<file path="src/rtl/smul_pkg.sv">
package smul_pkg;

    typedef enum logic {
        BSRC_DIRECT  = 1'b0,
        BSRC_CASCADE = 1'b1
    } b_src_e;

    typedef struct packed {
        logic ce;
        logic clr;
    } stage_ctl_t;

    localparam int DEF_A_W = 18;
    localparam int DEF_B_W = 18;

endpackage

</file>
<file path="src/rtl/smul_ctl_pol.sv">
module smul_ctl_pol
    import smul_pkg::*;
#(
    parameter bit INV_CE  = 1'b0,
    parameter bit INV_CLR = 1'b0
) (
    input  logic       ce_raw,
    input  logic       clr_raw,
    output stage_ctl_t ctl
);
    // Normalise both controls to active-high.
    always_comb begin
        ctl.ce  = ce_raw ^ INV_CE;
        ctl.clr = clr_raw ^ INV_CLR;
    end
endmodule

</file>
<file path="src/rtl/smul_opt_reg.sv">
module smul_opt_reg
    import smul_pkg::*;
#(
    parameter int W       = 18,
    parameter bit PRESENT = 1'b1
) (
    input  logic                clk,
    input  stage_ctl_t          ctl,
    input  logic signed [W-1:0] d,
    output logic signed [W-1:0] q
);
    generate
        if (PRESENT) begin : g_reg
            // Clear dominates load.
            always_ff @(posedge clk) begin
                if (ctl.clr)
                    q <= '0;
                else if (ctl.ce)
                    q <= d;
            end
        end else begin : g_wire
            logic unused_ctl;
            assign unused_ctl = ^{clk, ctl};
            assign q = d;
        end
    endgenerate
endmodule

</file>
<file path="src/rtl/smul_core.sv">
module smul_core #(
    parameter int A_W = 18,
    parameter int B_W = 18,
    localparam int P_W = A_W + B_W
) (
    input  logic signed [A_W-1:0] a,
    input  logic signed [B_W-1:0] b,
    output logic signed [P_W-1:0] p
);
    logic signed [P_W-1:0] a_ext;
    logic signed [P_W-1:0] b_ext;

    // Sign-extend to the full product width before multiplying.
    assign a_ext = P_W'(a);
    assign b_ext = P_W'(b);
    assign p     = a_ext * b_ext;
endmodule

</file>
<file path="src/rtl/smul_pipe.sv">
module smul_pipe
    import smul_pkg::*;
#(
    parameter int     A_W      = DEF_A_W,
    parameter int     B_W      = DEF_B_W,
    parameter bit     USE_AREG = 1'b1,
    parameter bit     USE_BREG = 1'b1,
    parameter bit     USE_PREG = 1'b1,
    parameter b_src_e B_SRC    = BSRC_DIRECT,
    parameter bit     INV_CLK  = 1'b0,
    parameter bit     INV_CEA  = 1'b0,
    parameter bit     INV_RSTA = 1'b0,
    parameter bit     INV_CEB  = 1'b0,
    parameter bit     INV_RSTB = 1'b0,
    parameter bit     INV_CEP  = 1'b0,
    parameter bit     INV_RSTP = 1'b0,
    localparam int    P_W      = A_W + B_W
) (
    input  logic                  clk,
    input  logic                  a_ce,
    input  logic                  a_rst,
    input  logic                  b_ce,
    input  logic                  b_rst,
    input  logic                  p_ce,
    input  logic                  p_rst,
    input  logic signed [A_W-1:0] op_a,
    input  logic signed [B_W-1:0] op_b,
    input  logic signed [B_W-1:0] casc_b_in,
    output logic signed [B_W-1:0] casc_b_out,
    output logic signed [P_W-1:0] prod
);
    logic                  clk_i;
    stage_ctl_t            ctl_a, ctl_b, ctl_p;
    logic signed [B_W-1:0] b_src;
    logic signed [A_W-1:0] a_q;
    logic signed [B_W-1:0] b_q;
    logic signed [P_W-1:0] mul_w;

    assign clk_i = clk ^ INV_CLK;

    smul_ctl_pol #(.INV_CE(INV_CEA), .INV_CLR(INV_RSTA)) u_pol_a (
        .ce_raw(a_ce), .clr_raw(a_rst), .ctl(ctl_a));
    smul_ctl_pol #(.INV_CE(INV_CEB), .INV_CLR(INV_RSTB)) u_pol_b (
        .ce_raw(b_ce), .clr_raw(b_rst), .ctl(ctl_b));
    smul_ctl_pol #(.INV_CE(INV_CEP), .INV_CLR(INV_RSTP)) u_pol_p (
        .ce_raw(p_ce), .clr_raw(p_rst), .ctl(ctl_p));

    // Second-operand source, fixed at elaboration.
    generate
        if (B_SRC == BSRC_CASCADE) begin : g_src_casc
            logic unused_direct;
            assign unused_direct = ^op_b;
            assign b_src = casc_b_in;
        end else begin : g_src_dir
            logic unused_casc;
            assign unused_casc = ^casc_b_in;
            assign b_src = op_b;
        end
    endgenerate

    smul_opt_reg #(.W(A_W), .PRESENT(USE_AREG)) u_reg_a (
        .clk(clk_i), .ctl(ctl_a), .d(op_a), .q(a_q));
    smul_opt_reg #(.W(B_W), .PRESENT(USE_BREG)) u_reg_b (
        .clk(clk_i), .ctl(ctl_b), .d(b_src), .q(b_q));

    smul_core #(.A_W(A_W), .B_W(B_W)) u_core (
        .a(a_q), .b(b_q), .p(mul_w));

    smul_opt_reg #(.W(P_W), .PRESENT(USE_PREG)) u_reg_p (
        .clk(clk_i), .ctl(ctl_p), .d(mul_w), .q(prod));

    assign casc_b_out = b_q;
endmodule

</file>
<file path="config.mk">
export PLATFORM = sky130hd
export DESIGN_NAME = smul_pipe
export DESIGN_NICKNAME = d
export VERILOG_FILES = /design/src/rtl/smul_pkg.sv /design/src/rtl/smul_ctl_pol.sv /design/src/rtl/smul_opt_reg.sv /design/src/rtl/smul_core.sv /design/src/rtl/smul_pipe.sv
export SDC_FILE = /design/constraint.sdc
export NUM_CORES = 1
export LEC_CHECK = 0
export BUFFER_PORTS_ARGS = -buffer_cell sky130_fd_sc_hd__buf_2
export CAP_MARGIN = 40
export CORE_MARGIN = 10
export CORE_UTILIZATION = 55
export CTS_CLUSTER_SIZE = 30
export DETAILED_ROUTE_END_ITERATION = 6
export PLACE_DENSITY_LB_ADDON = 0.25
export SLEW_MARGIN = 20
export SYNTH_ARGS = -nofsm -noshare
export SYNTH_HDL_FRONTEND = slang
export SYNTH_SLANG_ARGS = --single-unit
</file>
<file path="constraint.sdc">
create_clock -name clk -period 13 [get_ports clk]
set_clock_uncertainty 0.2 [all_clocks]
set_input_delay 2.6 -clock clk [delete_from_list [all_inputs] [get_ports clk]]
set_output_delay 2.6 -clock clk [all_outputs]
set_load 0.1 [all_outputs]
</file>
==> results.sh, run 1 <==
export IMPL_dp_hpwl_mm=28.05
export IMPL_drt_vias_per_instance=5.293
export IMPL_yosysSeqAreaShare=0.09841
export IMPL_clockBufferDepth=2
export IMPL_hp_class="reg2reg"
export IMPL_drt_iter0_markers=552
export IMPL_via_count=10400
export IMPL_core_um2=26130
export IMPL_cts_sinks=72
export IMPL_post_cts_buffers=0
export IMPL_placed_area_um2=15300
export IMPL_power_total_mw=1.373
export IMPL_critPathMaxFanout=19
export IMPL_crit_slowest_cell="dfxtp_1"
export IMPL_dr_pass1_iters=5
export IMPL_synth_flop_cell="dfxtp_1"
export IMPL_p_leak_nw=8.261
export IMPL_max_freq_mhz=137.9
export IMPL_syn_nets=2065
export IMPL_synth_top_area_cell="fa_1"
export IMPL_syn_instance_count=1582
export IMPL_htreeDepth=3
export IMPL_maxSlewViolCount=0
export IMPL_cts_root_buf="clkbuf_16"
export IMPL_critPathLaunchType="flop"
export IMPL_grt_usage=0.2206
export IMPL_antenna_found_initial=0
export IMPL_grt_pass1_wl_mm=58.98
export IMPL_synth_edf_count=0
export IMPL_drc_errors=0
export IMPL_post_cts_resized=0
export IMPL_setup_viol_count_final=0
export IMPL_yosysMostFrequentCell="inv_1"
export IMPL_powerDensity_nw_per_um2=87.17
export IMPL_numCtsBuffers=9
export IMPL_synth_area_leaders="fa_1 45%, dfxtp_1 9.8%, inv_1 9.5%"
export IMPL_avgRoutedWirePerCell_um=17.77
export IMPL_vdd_ir_drop_max_uv=138.4
export IMPL_synthArstFlopShare=0
export IMPL_path_class="reg2reg"
export IMPL_maxCapViolCount=0
export IMPL_die_w_um=183.2
export IMPL_critPathArrivalTime_ns=7.26
export IMPL_cts_hold_repair_buffers=0
export IMPL_ys_seq_elements=72
export IMPL_synth_top_cell_area_share=0.4497
export IMPL_crit_path_frequent_cell="fa_1"
export IMPL_final_setup_tns_ns=0
export IMPL_cp_end_kind="flop"
export IMPL_area_growth_pct=7.543
export IMPL_die_h_um=183.2
export IMPL_grt_overflow_total=0
export IMPL_synth_common_cells="369 x inv_1, 329 x fa_1, 162 x nand2_1, 160 x and2_1, 93 x ha_1"
export IMPL_io_pins=115
export IMPL_syn_area_um2=14650
export IMPL_timing_slew_headroom=0.4115
export IMPL_post_route_min_period_ns=7.251
export IMPL_rsz0062_at_grt="no"
export IMPL_design_area_um2=15750
export IMPL_finalHoldViolCount=0
export IMPL_grt_max_degree=50
export IMPL_path_clk_slew_ns=0.06
export IMPL_start_util=0.5605
export IMPL_die_area_um2=33560
export IMPL_yosysWarnings=0
export IMPL_crit_chain="nand2_1 > fa_1 > inv_1 > fa_1 > inv_1 > fa_1 > inv_1 > fa_1 > fa_1 > inv_1 > fa_1 > inv_1 > ha_1 > a21o_1 > a221oi_1 > o21a_1 > o31ai_2 > a211o_1 > o311ai_2 > nand2b_1 > xnor2_1 > o22ai_1"
export IMPL_cp_data_required_time_ns=13.01
export IMPL_whs_ns=0.2643
export IMPL_clk_latency_ns=0.36
export IMPL_num_rows=59
export IMPL_period_share=0.5578
export IMPL_place_gp_congestion=0.8284
export IMPL_ant_nets=0
export IMPL_cts_tree="built"
export IMPL_drive_above_1_share=0.08471
export IMPL_cp_num_buf_inv=5
export IMPL_synthDistinctLibCells=51
export IMPL_io_buffers=96
export IMPL_final_util=0.6027
export IMPL_fin_nets=2107
export IMPL_num_antenna_cells=0
export IMPL_cp_top_family="adder cells"
export IMPL_slowest_delay_ns=0.86
export IMPL_postSynthAreaPerCell_um2=9.258
export IMPL_grt_pass1_vias=11520
export IMPL_routed_wl_mm=34.91
export IMPL_status="complete, no violations"
export IMPL_worstMarginPinSlew_ns=0.8815
[worst min-delay path: cells and delay by family (launching register included)]
family,cells,cell delay [ns]
and+or+nand+nor,1,0.04
AOI/OAI and AO/OA,1,0.06
DFF,1,0.33
[layer usage]
metal | routed length [µm] | vias up | global-route usage
li1 | - | 4727 | -
met4 | 1116 | 0 | 0.08426
met1 | 13290 | 5343 | 0.2575
met5 | 0 | - | 0
met2 | 19090 | 264 | 0.4050
met3 | 1409 | 61 | 0.02648
[stage by stage]
step           setup WS (ns)  std cells
2_1_floorplan          5.887       1582
3_3_place_gp           5.899       1938
3_5_place_dp           5.861       1940
4_1_cts                5.820       1956
5_1_grt                5.449       1964
6_report               5.749       1964
[worst paths after layout]
check                 from            end  slack, ns  depth (start not counted)
min          u_reg_p.q[32]  u_reg_p.q[32]       0.26                          2
max           u_reg_a.q[7]  u_reg_p.q[31]       5.75                         22
min reg2reg  u_reg_p.q[32]  u_reg_p.q[32]       0.26                          2
max reg2reg   u_reg_a.q[7]  u_reg_p.q[31]       5.75                         22
[registers in the layout (all words and copies together) (netlist names)]
register   count
u_reg_p.q     36
u_reg_a.q     18
u_reg_b.q     18
[where the power goes]
group	internal, mW	switching, mW	leakage, nW
sequential	0.250	0.0441	0.593
combinational	0.263	0.527	7.51
clock	0.175	0.115	0.159
total	0.687	0.686	8.26
[layout by cell type, fill, tap and decap left out, types with 3 or more instances in the layout]
| cell | instances |
|---|---|
| xor2_1 | 6 |
| a31oi_1 | 5 |
| xnor2_1 | 26 |
| o21a_1 | 5 |
| nand2_1 | 162 |
| nand2b_1 | 14 |
| o21ai_0 | 12 |
| nor2b_1 | 19 |
| nor2_1 | 78 |
| nand3_1 | 9 |
| ha_1 | 93 |
| fa_1 | 329 |
| and3_1 | 3 |
| inv_1 | 369 |
| mux2i_1 | 55 |
| dfxtp_1 | 72 |
| buf_8 | 10 |
| a21o_1 | 7 |
| a211oi_1 | 4 |
| buf_2 | 96 |
| nand4_1 | 3 |
| o211ai_1 | 3 |
| nor3_1 | 3 |
| and2_1 | 160 |
| a21oi_1 | 30 |
| a211o_1 | 3 |
| clkbuf_16 | 9 |
| o21bai_1 | 3 |
[cell families after synthesis]
| group | count (synthesis) | share of synthesized area |
|---|---|---|
| AND/OR/NAND/NOR | 461 | 0.1563 |
| buffers and inverters | 446 | 0.1143 |
| adder cells (fa/ha/maj) | 422 | 0.5291 |
| AO/OA/AOI/OAI | 92 | 0.04357 |
| flip-flops | 72 | 0.09841 |
| multiplexers | 57 | 0.03913 |
| XOR/XNOR | 32 | 0.01914 |
[area by class of cell]
cell class	count	area, µm²
clock inverter	6	90.09
timing repair buffer	108	645.6
tap	335	419.2
multi-input combinational	1064	11530
fill	2304	10380
inverter	369	1385
clock buffer	10	239.0
sequential	72	1441
(Power assumes the default switching activity.)
==> inputs of run 2 (changes only) <==
Settings changed: ABC_AREA set to 1.
Clock period 13 ns to 6 ns, I/O delays scaled along.
==> run 2 against run 1 <==
Effect of this change: register-to-register slack got worse by 5.5 ns; cell count increased by 33%; first-iteration DRC count increased by 23%; wire length increased by 7.0%; non-clock buffer count increased by 51; critical path type unchanged; largest power group unchanged.
==> results.sh, run 2 <==
export IMPL_status="complete, no violations"
export IMPL_synthDistinctLibCells=33
export IMPL_final_util=0.6167
export IMPL_numCtsBuffers=9
export IMPL_htreeDepth=3
export IMPL_cp_data_required_time_ns=6.05
export IMPL_final_setup_tns_ns=0
export IMPL_syn_area_um2=15800
export IMPL_grt_max_degree=43
export IMPL_core_um2=28090
export IMPL_fillers=2622
export IMPL_area_growth_pct=9.603
export IMPL_hp_class="reg2reg"
export IMPL_critPathMaxFanout=9
export IMPL_grt_overflow_total=0
export IMPL_timing_slew_headroom=0.6109
export IMPL_seqCellArea_um2=1489
export IMPL_path_class="reg2reg"
export IMPL_instances_no_fill=2605
export IMPL_post_cts_buffers=0
export IMPL_clk_latency_ns=0.36
export IMPL_critPathLaunchType="flop"
export IMPL_drt_vias_per_instance=4.897
export IMPL_die_w_um=189.5
export IMPL_crit_path_frequent_cell="fa_1"
export IMPL_cp_num_buf_inv=5
export IMPL_drt_iter0_markers=680
export IMPL_io_pins=115
export IMPL_clockBufferDepth=2
export IMPL_final_cell_mix="646 x inv_1, 593 x nand2_1, 326 x fa_1"
export IMPL_met3WireLength_mm=1.755
export IMPL_worstReg2RegStart="u_reg_b.q[3]"
export IMPL_path_clk_slew_ns=0.06
export IMPL_maxSlewViolCount=0
export IMPL_multi_input_area_um2=11590
export IMPL_reg_top3="u_reg_p.q (36), u_reg_a.q (18), u_reg_b.q (18)"
export IMPL_postSynthAreaPerCell_um2=7.371
export IMPL_cp_top_family="adder cells"
export IMPL_cp_end_kind="flop"
export IMPL_yosysSeqAreaShare=0.09120
export IMPL_cts_tree="built"
export IMPL_max_freq_mhz=174.6
export IMPL_p_leak_nw=10.77
export IMPL_hp_start="u_reg_a.q[2]"
export IMPL_hold_depth=2
export IMPL_routed_wl_mm=37.34
export IMPL_synth_top_area_cell="fa_1"
export IMPL_ys_seq_elements=72
export IMPL_cts_hold_repair_buffers=0
export IMPL_cts_sinks=72
export IMPL_critPathArrivalTime_ns=5.78
export IMPL_drive_above_1_share=0.1028
export IMPL_crit_chain="buf_4 > nand2_1 > fa_1 > fa_1 > inv_1 > fa_1 > fa_1 > fa_1 > inv_1 > fa_1 > inv_1 > ha_1 > nand2_1 > nor2_1 > nand3_1 > nand3_1 > nand2_1 > nand3_1 > nand3_1 > nand2_1 > inv_1"
export IMPL_num_rows=61
export IMPL_io_buffers=96
export IMPL_num_antenna_cells=0
export IMPL_fin_nets=2705
export IMPL_crit_slowest_cell="fa_1"
export IMPL_finalHoldViolCount=0
export IMPL_power_total_mw=2.773
export IMPL_dr_pass1_iters=5
export IMPL_reg2reg_slack_ns=0.27
export IMPL_setup_viol_count_final=0
export IMPL_yosysWarnings=0
export IMPL_synth_flop_cell="dfxtp_1"
export IMPL_met2_length_mm=19.60
export IMPL_slowest_delay_ns=0.54
export IMPL_drc_errors=0
export IMPL_met1_length_mm=14.80
export IMPL_worst_r2r_path_depth=21
export IMPL_largest_reg_flops=36
export IMPL_dp_hpwl_mm=32.67
export IMPL_whs_ns=0.2726
export IMPL_grt_pass1_vias=13670
export IMPL_r2r_end="u_reg_p.q[32]"
export IMPL_antenna_found_initial=0
export IMPL_die_area_um2=35910
export IMPL_synth_common_cells="648 x inv_1, 597 x nand2_1, 329 x fa_1, 119 x nor2_1, 93 x ha_1"
export IMPL_grt_usage=0.2218
export IMPL_period_share=0.9544
export IMPL_synth_top_cell_area_share=0.4168
export IMPL_hold_end="u_reg_a.q[2]"
export IMPL_worstMarginPinSlew_ns=0.5800
export IMPL_place_gp_congestion=0.8773
export IMPL_grt_pass1_wl_mm=65.39
export IMPL_rsz0062_at_grt="no"
export IMPL_ant_nets=0
export IMPL_layout_commonest_cell="inv_1"
export IMPL_maxCapViolCount=0
export IMPL_vdd_ir_drop_max_uv=158.2
export IMPL_avgRoutedWirePerCell_um=14.33
export IMPL_syn_instance_count=2144
export IMPL_die_h_um=189.5
export IMPL_top_layer_used="met4"
export IMPL_syn_nets=2627
export IMPL_yosysMostFrequentCell="inv_1"
export IMPL_cts_root_buf="clkbuf_16"
export IMPL_synth_edf_count=0
export IMPL_start_util=0.5627
export IMPL_powerDensity_nw_per_um2=160.1
export IMPL_synthArstFlopShare=0
export IMPL_top_register="u_reg_p.q"
export IMPL_synth_area_leaders="fa_1 42%, inv_1 15%, nand2_1 14%"
export IMPL_via_count=12760
export IMPL_dp_cells=2589
export IMPL_post_route_min_period_ns=5.726
## run 2: tightest hold or removal path: stages (launching register included)
cell	delay, ns
dfxtp_1	0.31
nand2_1	0.06
a21oi_1	0.05
## run 2: final cells by class
cell class	instances	area share
well taps	378	0.02730
repair buffers	159	0.05793
multi-input cells	1329	0.6692
flip-flops and latches	72	0.08596
inverters	651	0.1411
clock buffers	11	0.01401
clock inverters	5	0.004551
## run 2: timing repair
action	CTS	global route
endpoints found under the hold margin	0	0
endpoints found under the setup margin	0	17
resized for setup	0	21
## run 2: report_power, final
| part | internal (mW) | total [mW] | switching (mW) |
|---|---|---|---|
| clock | 0.375 | 0.591 | 0.217 |
| combinational | 0.512 | 1.59 | 1.08 |
| sequential | 0.527 | 0.589 | 0.0623 |
## run 2: cells by family (layout without fill, tap and decap cells)
logic type	Yosys count	count (layout)	share of synthesized area
AO/OA/AOI/OAI	94	94	0.03175
XOR/XNOR	16	16	0.008867
adder cells (fa/ha/maj)	422	422	0.4904
buffers and inverters	743	826	0.1773
flip-flops	72	72	0.09120
AND/OR/NAND/NOR	797	797	0.2005
## run 2: through the flow
stage	setup slack [ns]	area, µm²
2_1_floorplan	0.02635	15840
3_3_place_gp	0.1374	16940
3_5_place_dp	0.09045	16960
4_1_cts	0.08013	17280
5_1_grt	0.005196	17320
6_report	0.2737	17320
## run 2: worst max-delay path by stage
stage                       start  depth (start not counted)  slack (ns)       endpoint
global route         u_reg_b.q[3]                         21       0.005  u_reg_p.q[32]
detailed placement  u_reg_a.q[17]                         23        0.09  u_reg_p.q[35]
global placement    u_reg_a.q[17]                         23        0.14  u_reg_p.q[35]
finish               u_reg_b.q[3]                         21        0.27  u_reg_p.q[32]
floorplan            u_reg_b.q[9]                         24        0.03  u_reg_p.q[18]
CTS                 u_reg_a.q[17]                         23        0.08  u_reg_p.q[35]
## run 2: per-layer routing
metal / global-route usage / up-vias
met4: 0.08791 / 0
li1: - / 6148
met5: 0 / -
met1: 0.2621 / 6193
met3: 0.02720 / 78
met2: 0.4007 / 337
==> inputs of run 3 (changes only) <==
Settings changed: SYNTH_HIERARCHICAL set to 1.
==> run 3 against run 2 <==
Effect of this change: core utilization shrank 0.45 points; clock-buffer cell count stayed put; wire length grew 2.5%; critical endpoint is now u_reg_p/q[24]; sequential cell count unchanged; die area rose by 3.0%; highest routed layer unchanged; register-to-register slack gained 0.04 ns; power grew 110%.
==> results.sh, run 3 <==
export IMPL_cts_hold_repair_buffers=0
export IMPL_slowest_delay_ns=0.57
export IMPL_worstMarginPinSlew_ns=0.6623
export IMPL_grt_max_degree=73
export IMPL_ant_nets=0
export IMPL_htreeDepth=3
export IMPL_hp_class="reg2reg"
export IMPL_synth_top_cell_area_share=0.4030
export IMPL_critPathArrivalTime_ns=5.77
export IMPL_clockBufferDepth=2
export IMPL_syn_area_um2=16340
export IMPL_grt_pass1_wl_mm=65.29
export IMPL_synth_top_area_cell="fa_1"
export IMPL_grt_overflow_total=0
export IMPL_whs_ns=0.2655
export IMPL_cts_sinks=72
export IMPL_synth_flop_cell="dfxtp_1"
export IMPL_io_buffers=96
export IMPL_maxCapViolCount=0
export IMPL_cp_top_family="adder cells"
export IMPL_powerDensity_nw_per_um2=329.0
export IMPL_grt_usage=0.2159
export IMPL_start_util=0.5543
export IMPL_finalHoldViolCount=0
export IMPL_status="complete, no violations"
export IMPL_antenna_found_initial=0
export IMPL_cp_data_required_time_ns=6.08
export IMPL_crit_path_frequent_cell="fa_1"
export IMPL_cp_end_kind="flop"
export IMPL_final_cell_mix="664 x inv_1, 630 x nand2_1, 325 x fa_1"
export IMPL_ys_seq_elements=72
export IMPL_routed_wl_mm=38.27
export IMPL_combPwrFrac=0.792
export IMPL_path_clk_slew_ns=0.06
export IMPL_dp_cells=2704
export IMPL_drive_above_1_share=0.1369
export IMPL_reg2reg_slack_ns=0.32
export IMPL_num_rows=63
export IMPL_critPathLaunchType="flop"
export IMPL_grt_pass1_vias=14200
export IMPL_num_antenna_cells=0
export IMPL_synthArstFlopShare=0
export IMPL_syn_nets=2730
export IMPL_p_sw_frac=0.5594
export IMPL_period_share=0.9469
export IMPL_path_class="reg2reg"
export IMPL_critPathMaxFanout=10
export IMPL_core_um2=29480
export IMPL_avgRoutedWirePerCell_um=14.03
export IMPL_io_pins=115
export IMPL_max_freq_mhz=176.0
export IMPL_place_gp_congestion=0.8965
export IMPL_post_route_min_period_ns=5.681
export IMPL_layout_commonest_cell="inv_1"
export IMPL_pwr_share_seq=0.113
export IMPL_cts_root_buf="clkbuf_16"
export IMPL_area_growth_pct=10.44
export IMPL_timing_slew_headroom=0.5585
export IMPL_p_switching_mw=3.321
export IMPL_crit_chain="buf_4 > nand2_1 > fa_1 > inv_1 > fa_1 > fa_1 > fa_1 > fa_1 > inv_1 > fa_1 > inv_1 > ha_2 > nand2_2 > nor2_2 > inv_2 > nor2_2 > nand4_1 > nand3_1 > nand2_1 > nand2_1 > inv_1 > nand2_1 > nand2_1 > nor2_1"
export IMPL_yosysWarnings=6
export IMPL_power_total_mw=5.937
export IMPL_drt_vias_per_instance=4.799
export IMPL_die_area_um2=37010
export IMPL_maxSlewViolCount=0
export IMPL_drc_errors=0
export IMPL_drt_iter0_markers=634
export IMPL_synthDistinctLibCells=33
export IMPL_setup_viol_count_final=0
export IMPL_yosysMostFrequentCell="inv_1"
export IMPL_reg_top3="u_reg_p/q (36), u_reg_a/q (18), u_reg_b/q (18)"
export IMPL_synth_edf_count=0
export IMPL_via_count=13090
export IMPL_synth_area_leaders="fa_1 40%, inv_1 15%, nand2_1 15%"
export IMPL_die_w_um=192.4
export IMPL_synth_common_cells="667 x inv_1, 633 x nand2_1, 329 x fa_1, 194 x nor2_1, 93 x ha_1"
export IMPL_postSynthAreaPerCell_um2=7.273
export IMPL_fin_nets=2816
export IMPL_instances_no_fill=2728
export IMPL_die_h_um=192.4
export IMPL_p_leak_nw=11.17
export IMPL_final_util=0.6122
export IMPL_top_register="u_reg_p/q"
export IMPL_numCtsBuffers=9
export IMPL_dp_hpwl_mm=32.25
export IMPL_crit_slowest_cell="fa_1"
export IMPL_vdd_ir_drop_max_uv=223.4
export IMPL_dr_pass1_iters=5
export IMPL_yosysSeqAreaShare=0.08820
export IMPL_largest_reg_flops=36
export IMPL_clk_latency_ns=0.35
export IMPL_p_clk_frac=0.095
export IMPL_syn_instance_count=2247
export IMPL_p_int_mw=2.616
export IMPL_cts_tree="built"
export IMPL_cp_num_buf_inv=6
-- run 3: cell types whose count changed in the layout (fill, tap and decap cells not counted), sizes merged, moves of 3 or more --
cell	change
a21oi	-31
buf	+13
inv	+32
nand2	+45
nand3	-19
nor2	+88
o211ai	-3
o21ai	-20
o21bai	+3
xor2	+5
-- run 3: timing repair --
action	4_1_cts	5_1_grt
setup endpoints to repair	0	20
resized for setup	0	66
setup buffers	0	8
hold endpoints to repair	0	0
-- run 3: final timing paths --
check | startpoint | end | depth (start not counted)
setup / recovery | u_reg_a/q[12] | u_reg_p/q[24] | 24
hold / removal | u_reg_p/q[21] | u_reg_p/q[21] | 2
setup reg to reg | u_reg_a/q[12] | u_reg_p/q[24] | 24
hold reg to reg | u_reg_p/q[21] | u_reg_p/q[21] | 2
-- run 3: routing by layer --
layer | part of all wire | vias to the layer above | track usage
met5 | 0 | - | 0
met4 | 0.027 | 0 | 0.06857
met3 | 0.048 | 71 | 0.02674
met2 | 0.52 | 360 | 0.4030
met1 | 0.40 | 6313 | 0.2507
li1 | - | 6348 | -
-- run 3: per-stage QoR --
step	cell area [µm²]	TNS [ns]	setup slack [ns]
6_report	18050	0	0.3187
3_3_place_gp	17410	0	0.09539
3_5_place_dp	17410	0	0.04211
5_1_grt	18050	-0.01484	-0.005730
4_1_cts	17720	0	0.03794
2_1_floorplan	16380	0	0.002115
-- run 3: cells by family after synthesis --
logic type               count (synthesis)  synth area share
AO/OA/AOI/OAI                           38           0.01340
XOR/XNOR                                20           0.01072
adder cells (fa/ha/maj)                422            0.4742
buffers and inverters                  779            0.1883
flip-flops                              72           0.08820
AND/OR/NAND/NOR                        916            0.2251
-- run 3: power by group through the flow --
stage / Combinational (mW) / Clock [mW] / Sequential (mW)
after floorplan: 2.72 / 0 / 1.24
after global placement: 4.34 / 0 / 0.675
after detailed placement: 4.40 / 0 / 0.681
after CTS: 4.42 / 0.582 / 0.671
after global routing: 5.33 / 0.602 / 0.684
final: 4.70 / 0.566 / 0.669
-- run 3: layout make-up --
cell class,instances,area (µm²)
Multi-Input combinational cell,1396,12060
Fill cell,2705,11430
Inverter,681,2556
Sequential cell,72,1503
Timing Repair Buffer,173,1136
Tap cell,390,488.0
Clock buffer,11,254.0
Clock inverter,5,55.05
-- run 3: worst min-delay path: cells and delay by family, from the launching register on --
family	cells	cell delay, ns
AND/OR/NAND/NOR	2	0.12
flip-flops	1	0.30
